### src/rtl/fracn_pkg.sv
package fracn_pkg;
  localparam int unsigned FREQ_W = 32;

  localparam logic [FREQ_W-1:0] BAND_MIN     = 32'd1000000000;
  localparam logic [FREQ_W-1:0] BAND_MAX     = 32'd3500000000;
  localparam logic [FREQ_W-1:0] GAIN_LOW_TOP = 32'd1900000000;
  localparam logic [FREQ_W-1:0] GAIN_MID_TOP = 32'd3000000000;
  localparam logic [FREQ_W-1:0] INV_EDGE     = 32'd1100000000;

  localparam logic [7:0] LOCKDET_VALUE = 8'd64;

  function automatic logic [3:0] gain_pick(input logic [FREQ_W-1:0] f);
    if (f <= GAIN_LOW_TOP)      return 4'd8;
    else if (f <= GAIN_MID_TOP) return 4'd10;
    else                        return 4'd12;
  endfunction

  function automatic logic [3:0] inv_pick(input logic [FREQ_W-1:0] f);
    return (f < INV_EDGE) ? 4'd8 : 4'd0;
  endfunction

  function automatic logic request_legal(input logic [FREQ_W-1:0] f,
                                         input logic [FREQ_W-1:0] r);
    return (f >= BAND_MIN) && (f <= BAND_MAX) && (r != '0);
  endfunction
endpackage

### src/rtl/fracn_code_sel.sv
module fracn_code_sel
  import fracn_pkg::*;
(
  input  logic [FREQ_W-1:0] target_hz,
  input  logic [FREQ_W-1:0] ref_hz,
  output logic [3:0]        gain_sel,
  output logic [3:0]        inv_sel,
  output logic              legal
);
  always_comb begin
    gain_sel = gain_pick(target_hz);
    inv_sel  = inv_pick(target_hz);
    legal    = request_legal(target_hz, ref_hz);
  end
endmodule

### src/rtl/fracn_rdiv.sv
module fracn_rdiv #(
  parameter int unsigned DVD_W = 50,
  parameter int unsigned DVS_W = 33,
  parameter int unsigned QW    = 26
) (
  input  logic             clk,
  input  logic             rst_n,
  input  logic             load,
  input  logic [DVD_W-1:0] dividend,
  input  logic [DVS_W-1:0] divisor,
  output logic             busy,
  output logic             fin,
  output logic [QW-1:0]    quot
);
  localparam int unsigned CNT_W = $clog2(DVD_W + 1);

  logic [DVS_W-1:0] rem_q;
  logic [DVS_W-1:0] dvs_q;
  logic [DVD_W-1:0] dq_q;
  logic [CNT_W-1:0] cnt_q;

  logic [DVS_W:0] trial;
  logic [DVS_W:0] diff;
  logic           fits;
  logic           last_step;

  always_comb begin
    trial     = {rem_q, dq_q[DVD_W-1]};
    diff      = trial - {1'b0, dvs_q};
    fits      = trial >= {1'b0, dvs_q};
    last_step = busy && (cnt_q == CNT_W'(1));
  end

  always_ff @(posedge clk or negedge rst_n) begin
    if (!rst_n) begin
      rem_q <= '0;
      dvs_q <= '0;
      dq_q  <= '0;
      cnt_q <= '0;
      busy  <= 1'b0;
      fin   <= 1'b0;
    end else begin
      fin <= 1'b0;
      if (load) begin
        rem_q <= '0;
        dq_q  <= dividend;
        dvs_q <= divisor;
        cnt_q <= CNT_W'(DVD_W);
        busy  <= 1'b1;
      end else if (busy) begin
        rem_q <= fits ? diff[DVS_W-1:0] : trial[DVS_W-1:0];
        dq_q  <= {dq_q[DVD_W-2:0], fits};
        cnt_q <= cnt_q - CNT_W'(1);
        if (last_step) begin
          busy <= 1'b0;
          fin  <= 1'b1;
        end
      end
    end
  end

  assign quot = dq_q[QW-1:0];

  // partial remainder always stays below the divisor
  p_rem_below_divisor_r3: assert property (@(posedge clk) disable iff (!rst_n)
    (busy && dvs_q != '0) |-> (rem_q < dvs_q));

  // the loop ends only through the finish pulse
  p_end_with_fin_r9: assert property (@(posedge clk) disable iff (!rst_n)
    $fell(busy) |-> fin);
endmodule

### src/rtl/fracn_divcalc.sv
module fracn_divcalc
  import fracn_pkg::*;
#(
  parameter int unsigned FRAC_W = 18,
  parameter int unsigned INT_W  = 8
) (
  input  logic                 clk,
  input  logic                 rst_n,
  input  logic                 start,
  input  logic [FREQ_W-1:0]    target_hz,
  input  logic [FREQ_W-1:0]    ref_hz,
  input  logic                 prescale_off,
  output logic                 busy,
  output logic                 done,
  output logic                 range_err,
  output logic [INT_W-1:0]     int_word,
  output logic [7:0]           frac_lo,
  output logic [7:0]           frac_mid,
  output logic [FRAC_W-17:0]   frac_hi,
  output logic [3:0]           gain_code,
  output logic [3:0]           inv_code,
  output logic [7:0]           lockdet_rate
);
  localparam int unsigned DVD_W = FREQ_W + FRAC_W;
  localparam int unsigned DVS_W = FREQ_W + 1;
  localparam int unsigned CW_W  = INT_W + FRAC_W;

  logic [3:0]       gain_sel, inv_sel;
  logic             legal;
  logic             div_busy, div_fin;
  logic [CW_W-1:0]  quot;
  logic             idle, accept, launch;
  logic [DVD_W-1:0] dividend;
  logic [DVS_W-1:0] divisor;
  logic [3:0]       gain_pend, inv_pend;

  fracn_code_sel u_sel (
    .target_hz (target_hz),
    .ref_hz    (ref_hz),
    .gain_sel  (gain_sel),
    .inv_sel   (inv_sel),
    .legal     (legal)
  );

  always_comb begin
    idle     = !div_busy && !div_fin;
    accept   = start && idle;
    launch   = accept && legal;
    dividend = {target_hz, {FRAC_W{1'b0}}};
    divisor  = prescale_off ? {1'b0, ref_hz} : {ref_hz, 1'b0};
  end

  fracn_rdiv #(.DVD_W(DVD_W), .DVS_W(DVS_W), .QW(CW_W)) u_div (
    .clk      (clk),
    .rst_n    (rst_n),
    .load     (launch),
    .dividend (dividend),
    .divisor  (divisor),
    .busy     (div_busy),
    .fin      (div_fin),
    .quot     (quot)
  );

  always_ff @(posedge clk or negedge rst_n) begin
    if (!rst_n) begin
      done      <= 1'b0;
      range_err <= 1'b0;
      int_word  <= '0;
      frac_lo   <= '0;
      frac_mid  <= '0;
      frac_hi   <= '0;
      gain_code <= '0;
      inv_code  <= '0;
      gain_pend <= '0;
      inv_pend  <= '0;
    end else begin
      done <= 1'b0;
      if (accept) begin
        if (legal) begin
          range_err <= 1'b0;
          gain_pend <= gain_sel;
          inv_pend  <= inv_sel;
        end else begin
          range_err <= 1'b1;
          done      <= 1'b1;
        end
      end
      if (div_fin) begin
        done      <= 1'b1;
        int_word  <= quot[CW_W-1:FRAC_W];
        frac_lo   <= quot[7:0];
        frac_mid  <= quot[15:8];
        frac_hi   <= quot[FRAC_W-1:16];
        gain_code <= gain_pend;
        inv_code  <= inv_pend;
      end
    end
  end

  assign busy         = div_busy | div_fin;
  assign lockdet_rate = LOCKDET_VALUE;

  // finishing the division raises done and frees the block
  p_fin_gives_done_r9: assert property (@(posedge clk) disable iff (!rst_n)
    div_fin |=> (done && !busy));

  // a refused request leaves all results untouched
  p_refused_holds_r8: assert property (@(posedge clk) disable iff (!rst_n)
    (done && range_err) |-> ($stable(int_word) && $stable(frac_lo) &&
      $stable(frac_mid) && $stable(frac_hi) && $stable(gain_code) &&
      $stable(inv_code)));

  // gain code takes only its three legal values
  p_gain_legal_r5: assert property (@(posedge clk) disable iff (!rst_n)
    (done && !range_err) |-> (gain_code == 4'd8 || gain_code == 4'd10 ||
      gain_code == 4'd12));

  // inverter code takes only its two legal values
  p_inv_legal_r6: assert property (@(posedge clk) disable iff (!rst_n)
    (done && !range_err) |-> (inv_code == 4'd8 || inv_code == 4'd0));

  // while busy, the captured request codes do not move
  p_busy_keeps_request_r10: assert property (@(posedge clk) disable iff (!rst_n)
    busy |=> ($stable(gain_pend) && $stable(inv_pend)));
endmodule

### config.mk
export PLATFORM = sky130hd
export DESIGN_NAME = fracn_divcalc
export DESIGN_NICKNAME = d
export VERILOG_FILES = /design/src/rtl/fracn_pkg.sv /design/src/rtl/fracn_code_sel.sv /design/src/rtl/fracn_rdiv.sv /design/src/rtl/fracn_divcalc.sv
export SDC_FILE = /design/constraint.sdc
export NUM_CORES = 1
export LEC_CHECK = 0
export BUFFER_PORTS_ARGS = -buffer_cell sky130_fd_sc_hd__buf_2
export CAP_MARGIN = 20
export CORE_ASPECT_RATIO = 0.75
export CORE_MARGIN = 10
export CORE_UTILIZATION = 55
export DETAILED_ROUTE_END_ITERATION = 10
export HOLD_SLACK_MARGIN = 0.15
export PLACE_DENSITY_LB_ADDON = 0.12
export SETUP_SLACK_MARGIN = 0.02
export SLEW_MARGIN = 20
export SYNTH_ARGS = -nofsm -noshare
export SYNTH_HDL_FRONTEND = slang
export SYNTH_SLANG_ARGS = --single-unit
### constraint.sdc
create_clock -name clk -period 4 [get_ports clk]
set_input_delay 0.8 -clock clk [delete_from_list [all_inputs] [get_ports clk]]
set_output_delay 0.8 -clock clk [all_outputs]
set_load 0.05 [all_outputs]
==> results of run 1 <==
-- flip-flops by register name, summed over array words and instances (netlist names) --
signal / cells
u_div.dq_q: 50
u_div.dvs_q: 33
u_div.rem_q: 33
frac_lo: 8
frac_mid: 8
int_word: 8
u_div.cnt_q: 6
gain_code: 3
gain_pend: 3
frac_hi: 2
done: 1
inv_code: 1
inv_pend: 1
range_err: 1
u_div.busy: 1
u_div.fin: 1
-- kinds of logic after synthesis --
logic type                 count (synthesis)  share of synthesized area
AOI/OAI and AO/OA                        274                      0.200
xor gates and xnor gates                  34                     0.0319
adders and majority gates                 36                     0.0491
buffers and inverters                    105                     0.0536
DFF                                      160                      0.429
muxes                                     93                      0.104
other                                      2                   0.000804
and+or+nand+nor                          258                      0.132
-- stage by stage --
stage           util  power, W  instances
3_3_place_gp   0.594   0.00183       1236
2_1_floorplan      -   0.00173        972
4_1_cts        0.628   0.00344       1268
3_5_place_dp   0.594   0.00183       1236
5_1_grt        0.628   0.00352       1268
6_report       0.628   0.00341       1268
-- per-layer routing --
| metal | routed length [um] | global-route usage |
|---|---|---|
| met1 | 11600 | 0.307 |
| met2 | 9410 | 0.284 |
| met3 | 1150 | 0.0395 |
| met4 | 232 | 0.0491 |
| met5 | 0 | 0 |
-- worst max path at each step --
| stage | end | slack, ns | cells after the start | startpoint |
|---|---|---|---|---|
| floorplan | u_div.rem_q[28] | 1.04 | 13 | u_div.dq_q[49] |
| global placement | u_div.rem_q[0] | 0.52 | 12 | target_hz[26] |
| detailed placement | u_div.rem_q[0] | 0.46 | 12 | target_hz[26] |
| CTS | u_div.rem_q[28] | 0.64 | 13 | u_div.dq_q[49] |
| global route | u_div.rem_q[28] | 0.48 | 13 | u_div.dq_q[49] |
| finish | u_div.rem_q[28] | 0.64 | 13 | u_div.dq_q[49] |
-- layout make-up --
type	instances	share of cell area
multi-input cells	707	0.465
flip-flops and latches	160	0.381
well taps	215	0.0256
clock inverters	15	0.0144
repair buffers	113	0.0587
inverters	41	0.0146
clock buffers	17	0.0405
-- power breakdown --
part / total (W) / switching [W] / internal, W
Sequential: 0.00162 / 0 / 0.00162
Combinational: 0.000181 / 0.000127 / 0.0000543
Clock: 0.00161 / 0.000735 / 0.000878
-- critical path, delay by kind of cell, from the launching register on --
kind	cells	cell delay, ns
simple gates	4	1.06
fa+ha+maj	2	0.63
flops	1	0.35
compound gates	5	1.07
buf+inv	1	0.06
xor+xnor	1	0.09
-- cell usage after synthesis (9+ instances only) --
| cell | instances |
|---|---|
| ha_1 | 35 |
| nor4_1 | 13 |
| o21ai_0 | 20 |
| mux2_2 | 30 |
| nand2b_1 | 11 |
| clkbuf_1 | 30 |
| o21ai_1 | 41 |
| buf_4 | 15 |
| a22o_1 | 30 |
| and3_1 | 9 |
| o22ai_1 | 9 |
| inv_1 | 41 |
| nor3_1 | 10 |
| nor2_1 | 69 |
| mux2i_1 | 63 |
| a31o_2 | 11 |
| xnor2_1 | 18 |
| a21o_1 | 48 |
| a21oi_1 | 61 |
| dfrtp_1 | 160 |
| xor2_1 | 16 |
| nand4_1 | 11 |
| nand2_1 | 96 |
| nand3_1 | 11 |
-- layout by cell type (no fill, tap or decap), drive strengths merged, types with 11 or more instances in the layout --
| master | Yosys | routed |
|---|---|---|
| nor4 | 15 | 15 |
| and3 | 11 | 11 |
| nand2 | 96 | 96 |
| nand4 | 11 | 11 |
| a21o | 49 | 49 |
| nand3 | 11 | 11 |
| a31o | 12 | 12 |
| nor2 | 71 | 71 |
| xnor2 | 18 | 18 |
| inv | 41 | 48 |
| conb | 2 | 12 |
| dfrtp | 160 | 160 |
| clkbuf | 33 | 17 |
| o21ai | 62 | 62 |
| mux2i | 63 | 63 |
| a21oi | 62 | 62 |
| ha | 35 | 35 |
| nor3 | 11 | 11 |
| xor2 | 16 | 16 |
| a22o | 30 | 30 |
| nand2b | 11 | 11 |
| buf | 31 | 113 |
| mux2 | 30 | 30 |
==> key figures, run 1 <==
Detailed routing
  • TritonRoute pass-1 iters: 5
  • Via count: 7416
  • Wirelength, routed: 22400 um
  • Average wire per standard cell: 17.7 um
  • Post-route ant nets: 0
  • Via/cell ratio: 5.85
  • DRT iter0 DRCs: 590
  • DRC viols: 0

Die
  • Die height: around 130 um
  • Initial core utilization: 0.558
  • Ports: 113
  • Die Area: approximately 23000 sq um
  • Core region area: 16700 sq um
  • Std-Cell Rows: 41
  • Die width: 170 um

Pwr
  • Maximum VDD drop: 231 uV
  • PwrDens: 325 nW/um^2
  • Lkg Pwr: about 5.4 nW

Clock network
  • Clock transition at the registers of the reported paths: 0.07 ns
  • CTS tree: yes
  • Hold buffers post-CTS: 0
  • Clk_lat worst skew: around 0.43 ns
  • CTS Buf Count: 17
  • CTS H-Tree Depth: 4
  • Worst-case clock buffer depth: 2
  • Clk sinks: 160
  • Post-CTS sizing: 0
  • Post-CTS Setup Bufs: 0
  • Root buffer cell: clkbuf_16

Worst setup path
  • Critical path class: flip-flop to flip-flop
  • Most frequent CP cell: a21oi_1
  • Critical Path Fanout Max: 4
  • Critical Path RT: 4.31 ns
  • Critical-path cell list: inv_1, ha_1, fa_1, nand2b_1, a21oi_1, nor3b_1, o21a_1, or4_1, nand3_1, a21oi_1, o21ai_1, xor2_1, a221o_1
  • CP max-delay cell: or4_1
  • Setup crit start kind: flip-flop
  • Worst R2R Start: u_div.dq_q[49]
  • R2R setup slack: about 0.64 ns
  • Reg2reg end: u_div.rem_q[28]
  • R2R depth: 13
  • Crit path capture type: flip-flop
  • Critical Path Max Stage Delay: 0.62 ns
  • CP Data Arrival Time: about 3.7 ns

Logic synthesis
  • Post-synthesis register bit count: 160
  • Top cells by area, synth: dfrtp_1, mux2i_1, ha_1, a21o_1, nand2_1
  • Share of flip-flops with an asynchronous set or reset: 1.00
  • EDFF count, synth: 0
  • Share of the synthesized area in the top cell type: 0.429
  • Seq/Total Area, Yosys: 0.429
  • Syn Std Cell Area: 9340 sq um
  • Post-Syn Instances: 962
  • Warning count from the yosys run: 0
  • Syn avg cell area: 9.70 sq um
  • Area leader, netlist: dfrtp_1
  • Synth Flop Type: dfrtp_1
  • Count of different cell masters after synthesis: 73

STA
  • Worst Max-Slew Pin Slew: roughly 0.96 ns
  • Setup TNS: 0 ns
  • Peak Freq: 298 MHz
  • Crit share post-route: 0.839
  • Final hold vios: 0
  • Final min period: 3.36 ns
  • Final clock skew: 0.0102 ns
  • Final worst setup slack: 0.642 ns
  • Setup violations, final: 0
  • Hold_ws: roughly 0.32 ns
  • Final Slew Violations: 0
  • Unrepaired setup endpoints after global routing: false
  • Slew margin rel.: 0.361

Hold path
  • Min-Delay Path Class: input pin to async pin

Place
  • Routability congestion estimate: 0.901
  • HPWL Detailed: 15900 um
  • DP Area: just under 10000 sq um
  • Dpl ws: 0.460 ns
  • I/O Buffers: 100

Cells and area
  • ANT cells: 0
  • Final net count: 1144
  • Sequential cell area: roughly 4000 sq um
  • Share of cells above drive strength 1: 0.196
  • Post-route cell area: ~11000 sq um
  • Area grow syn2layout: 12.6%
  • # fillers: about 1500
  • Multi-input logic area: 4890 sq um

GRT
  • Largest net degree at the start of global routing: 65
  • Initial antenna violation count: 1
  • Grt total ovfl: 0
  • Global-route wire length before repair: 37700 um
  • Vias in the first global route: 7334
  • Overall Global Routing Usage: 0.201

Run status
  • Status: finished, final reports clean

Job
  • Max_cap viols: 0
(Power assumes the default switching activity.)
==> run 2, diff against run 1 <==
- clock period: 4 -> 3.3 ns (I/O delays scaled with it)
==> key figures, run 2 (same netlist as run 1, synthesis figures left out) <==
GRT
  • Overall Global Routing Usage: 0.202 (was 0.201)
  • Grt total ovfl: 0 (unchanged)
  • Vias in the first global route: 7392 (was 7334)
  • Largest net degree at the start of global routing: 73 (was 65)
  • Global-route wire length before repair: 37700 um (about the same)
  • Initial antenna violation count: 1 (unchanged)

Place
  • I/O Buffers: 100 (unchanged)
  • Routability congestion estimate: 0.916 (was 0.901)
  • HPWL Detailed: 16100 um (was 15900 um)

Cells and area
  • Largest register FFs: 50 (unchanged)
  • Largest regs: u_div.dq_q x50, u_div.dvs_q x33, u_div.rem_q x33 (unchanged)
  • ANT cells: 0 (unchanged)
  • Commonest non-fill, non-tap cell in the layout: dfrtp_1 (unchanged)
  • Most flop-heavy register: u_div.dq_q (unchanged)
  • Most frequent cells in the layout: dfrtp_1, buf_2, nand2_1 (unchanged)
  • Share of cells above drive strength 1: 0.213 (was 0.196)
  • Final net count: 1162 (was 1144)
  • Area grow syn2layout: 14.1% (was 12.6%)
  • # fillers: 1450 (was 1461)
  • Multi-input logic area: 4910 sq um (was 4890 sq um)
  • Sequential cell area: 4010 sq um (unchanged)

Die
  • Ports: 113 (unchanged)
  • Std-Cell Rows: 41 (unchanged)
  • Initial core utilization: 0.558 (unchanged)
  • Die height: 133 um (unchanged)
  • Die Area: 22600 sq um (unchanged)
  • Core region area: 16700 sq um (unchanged)
  • Die width: 170 um (unchanged)

STA
  • Setup TNS: 0 ns (unchanged)
  • Final min period: 3.10 ns (was 3.36 ns)
  • Final Slew Violations: 0 (unchanged)
  • Unrepaired setup endpoints after global routing: false (unchanged)
  • Final clock skew: 0.00772 ns (was 0.0102 ns)
  • Worst Max-Slew Pin Slew: 0.849 ns (was 0.959 ns)
  • Hold_ws: 0.231 ns (was 0.321 ns)
  • Final hold vios: 0 (unchanged)
  • Peak Freq: 323 MHz (was 298 MHz)
  • Setup violations, final: 0 (unchanged)
  • Crit share post-route: 0.939 (was 0.839)
  • Slew margin rel.: 0.434 (was 0.361)

Worst setup path
  • CP max-delay cell: dfrtp_1 (was or4_1)
  • Most frequent CP cell: buf_4 (was a21oi_1)
  • Critical path class: flip-flop to flip-flop (unchanged)
  • Critical Path Fanout Max: 10 (was 4)
  • Crit path capture type: flip-flop (unchanged)
  • Setup crit start kind: flip-flop (unchanged)
  • Critical Path Max Stage Delay: 0.38 ns (was 0.62 ns)
  • Critical Path RT: 3.62 ns (was 4.31 ns)
  • R2R depth: 15 (was 13)
  • CP Data Arrival Time: 3.42 ns (was 3.67 ns)
  • Critical-path cell list: inv_1, ha_1, fa_2, nand2b_1, a21oi_2, nor3b_1, o21a_1, o21ai_1, a41o_1, a31oi_4, buf_4, buf_4, mux2i_1, nor2_1, a31o_1 (was inv_1, ha_1, fa_1, nand2b_1, a21oi_1, nor3b_1, o21a_1, or4_1, nand3_1, a21oi_1, o21ai_1, xor2_1, a221o_1)

Pwr
  • Lkg Pwr: 5.45 nW (was 5.36 nW)
  • PwrDens: 380 nW/um^2 (was 325 nW/um^2)
  • Maximum VDD drop: 267 uV (was 231 uV)

Detailed routing
  • Average wire per standard cell: 17.4 um (was 17.7 um)
  • TritonRoute pass-1 iters: 5 (unchanged)
  • Via/cell ratio: 5.79 (was 5.85)
  • DRC viols: 0 (unchanged)
  • Wirelength, routed: 22400 um (about the same)
  • Via count: 7442 (was 7416)
  • Post-route ant nets: 0 (unchanged)
  • DRT iter0 DRCs: 506 (was 590)

Clock network
  • Root buffer cell: clkbuf_16 (unchanged)
  • Hold buffers post-CTS: 0 (unchanged)
  • CTS H-Tree Depth: 4 (unchanged)
  • Clk_lat worst skew: 0.43 ns (about the same)
  • Clk sinks: 160 (unchanged)
  • CTS Buf Count: 17 (unchanged)
  • CTS tree: yes (unchanged)
  • Worst-case clock buffer depth: 2 (unchanged)
  • Clock transition at the registers of the reported paths: 0.07 ns (about the same)

Run status
  • Status: finished, final reports clean (unchanged)

Job
  • Max_cap viols: 0 (unchanged)

Hold path
  • Min-Delay Path Class: input pin to async pin (unchanged)
[run 2: what timing repair did]
| item | 4_1_cts | 5_1_grt |
|---|---|---|
| setup endpoints to repair | 2 | 7 |
| buffers inserted | 0 | 1 |
| resized for setup | 1 | 4 |
| pin swaps | 0 | 4 |
| gates cloned | 0 | 0 |
[run 2: through the flow]
stage | setup slack, ns | cell area, sq um | cells | power [W] | utilization
3_5_place_dp | -0.00979 | 10100 | 1253 | 0.00223 | 0.602
2_1_floorplan | 0.339 | 9370 | 972 | 0.00210 | -
6_report | 0.200 | 10700 | 1286 | 0.00405 | 0.637
5_1_grt | 0.0430 | 10700 | 1286 | 0.00420 | 0.637
4_1_cts | 0.0211 | 10600 | 1285 | 0.00409 | 0.635
3_3_place_gp | -0.00143 | 10100 | 1253 | 0.00223 | 0.602
[run 2: layout make-up]
| cell class | count | area share |
|---|---|---|
| Clock inverter | 15 | 0.0115 |
| Inverter | 41 | 0.0144 |
| Timing Repair Buffer | 131 | 0.0718 |
| Multi-Input combinational cell | 707 | 0.461 |
| Clock buffer | 17 | 0.0399 |
| Sequential cell | 160 | 0.376 |
| Tap cell | 215 | 0.0253 |
[run 2: worst paths after layout]
kind                                      from         endpoint  slack [ns]
worst min register to register  u_div.dq_q[38]   u_div.dq_q[38]        0.48
min in group clk                u_div.dq_q[38]   u_div.dq_q[38]        0.48
worst min-delay path                     rst_n  u_div.dvs_q[26]        0.23
worst max register to register  u_div.dq_q[49]   u_div.rem_q[2]        0.20
max in group asynchronous                rst_n   u_div.dq_q[25]        2.34
worst max-delay path            u_div.dq_q[49]   u_div.rem_q[2]        0.20
[run 2: per-layer routing]
| layer | GRT usage | up-vias | part of all wire |
|---|---|---|---|
| met5 | 0 | - | 0 |
| met4 | 0.0515 | 0 | 0.013 |
| met3 | 0.0470 | 23 | 0.046 |
| met2 | 0.298 | 165 | 0.44 |
| met1 | 0.292 | 3616 | 0.50 |
| li1 | - | 3638 | - |
[run 2: where the power goes]
| group | leakage [nW] | switching [W] | internal [W] |
|---|---|---|---|
| clock network | 0.264 | 0.000876 | 0.000982 |
| logic | 3.11 | 0.000154 | 0.0000734 |
| registers | 2.07 | 0 | 0.00196 |
[run 2: worst max-delay path: cells and delay by family, from the launching register on]
family / cells / cell delay, ns
AO/OA/AOI/OAI: 6 / 1.04
AND/OR/NAND/NOR: 3 / 0.47
buffers and inverters: 3 / 0.47
adder cells (fa/ha/maj): 2 / 0.42
flip-flops: 1 / 0.38
multiplexers: 1 / 0.19
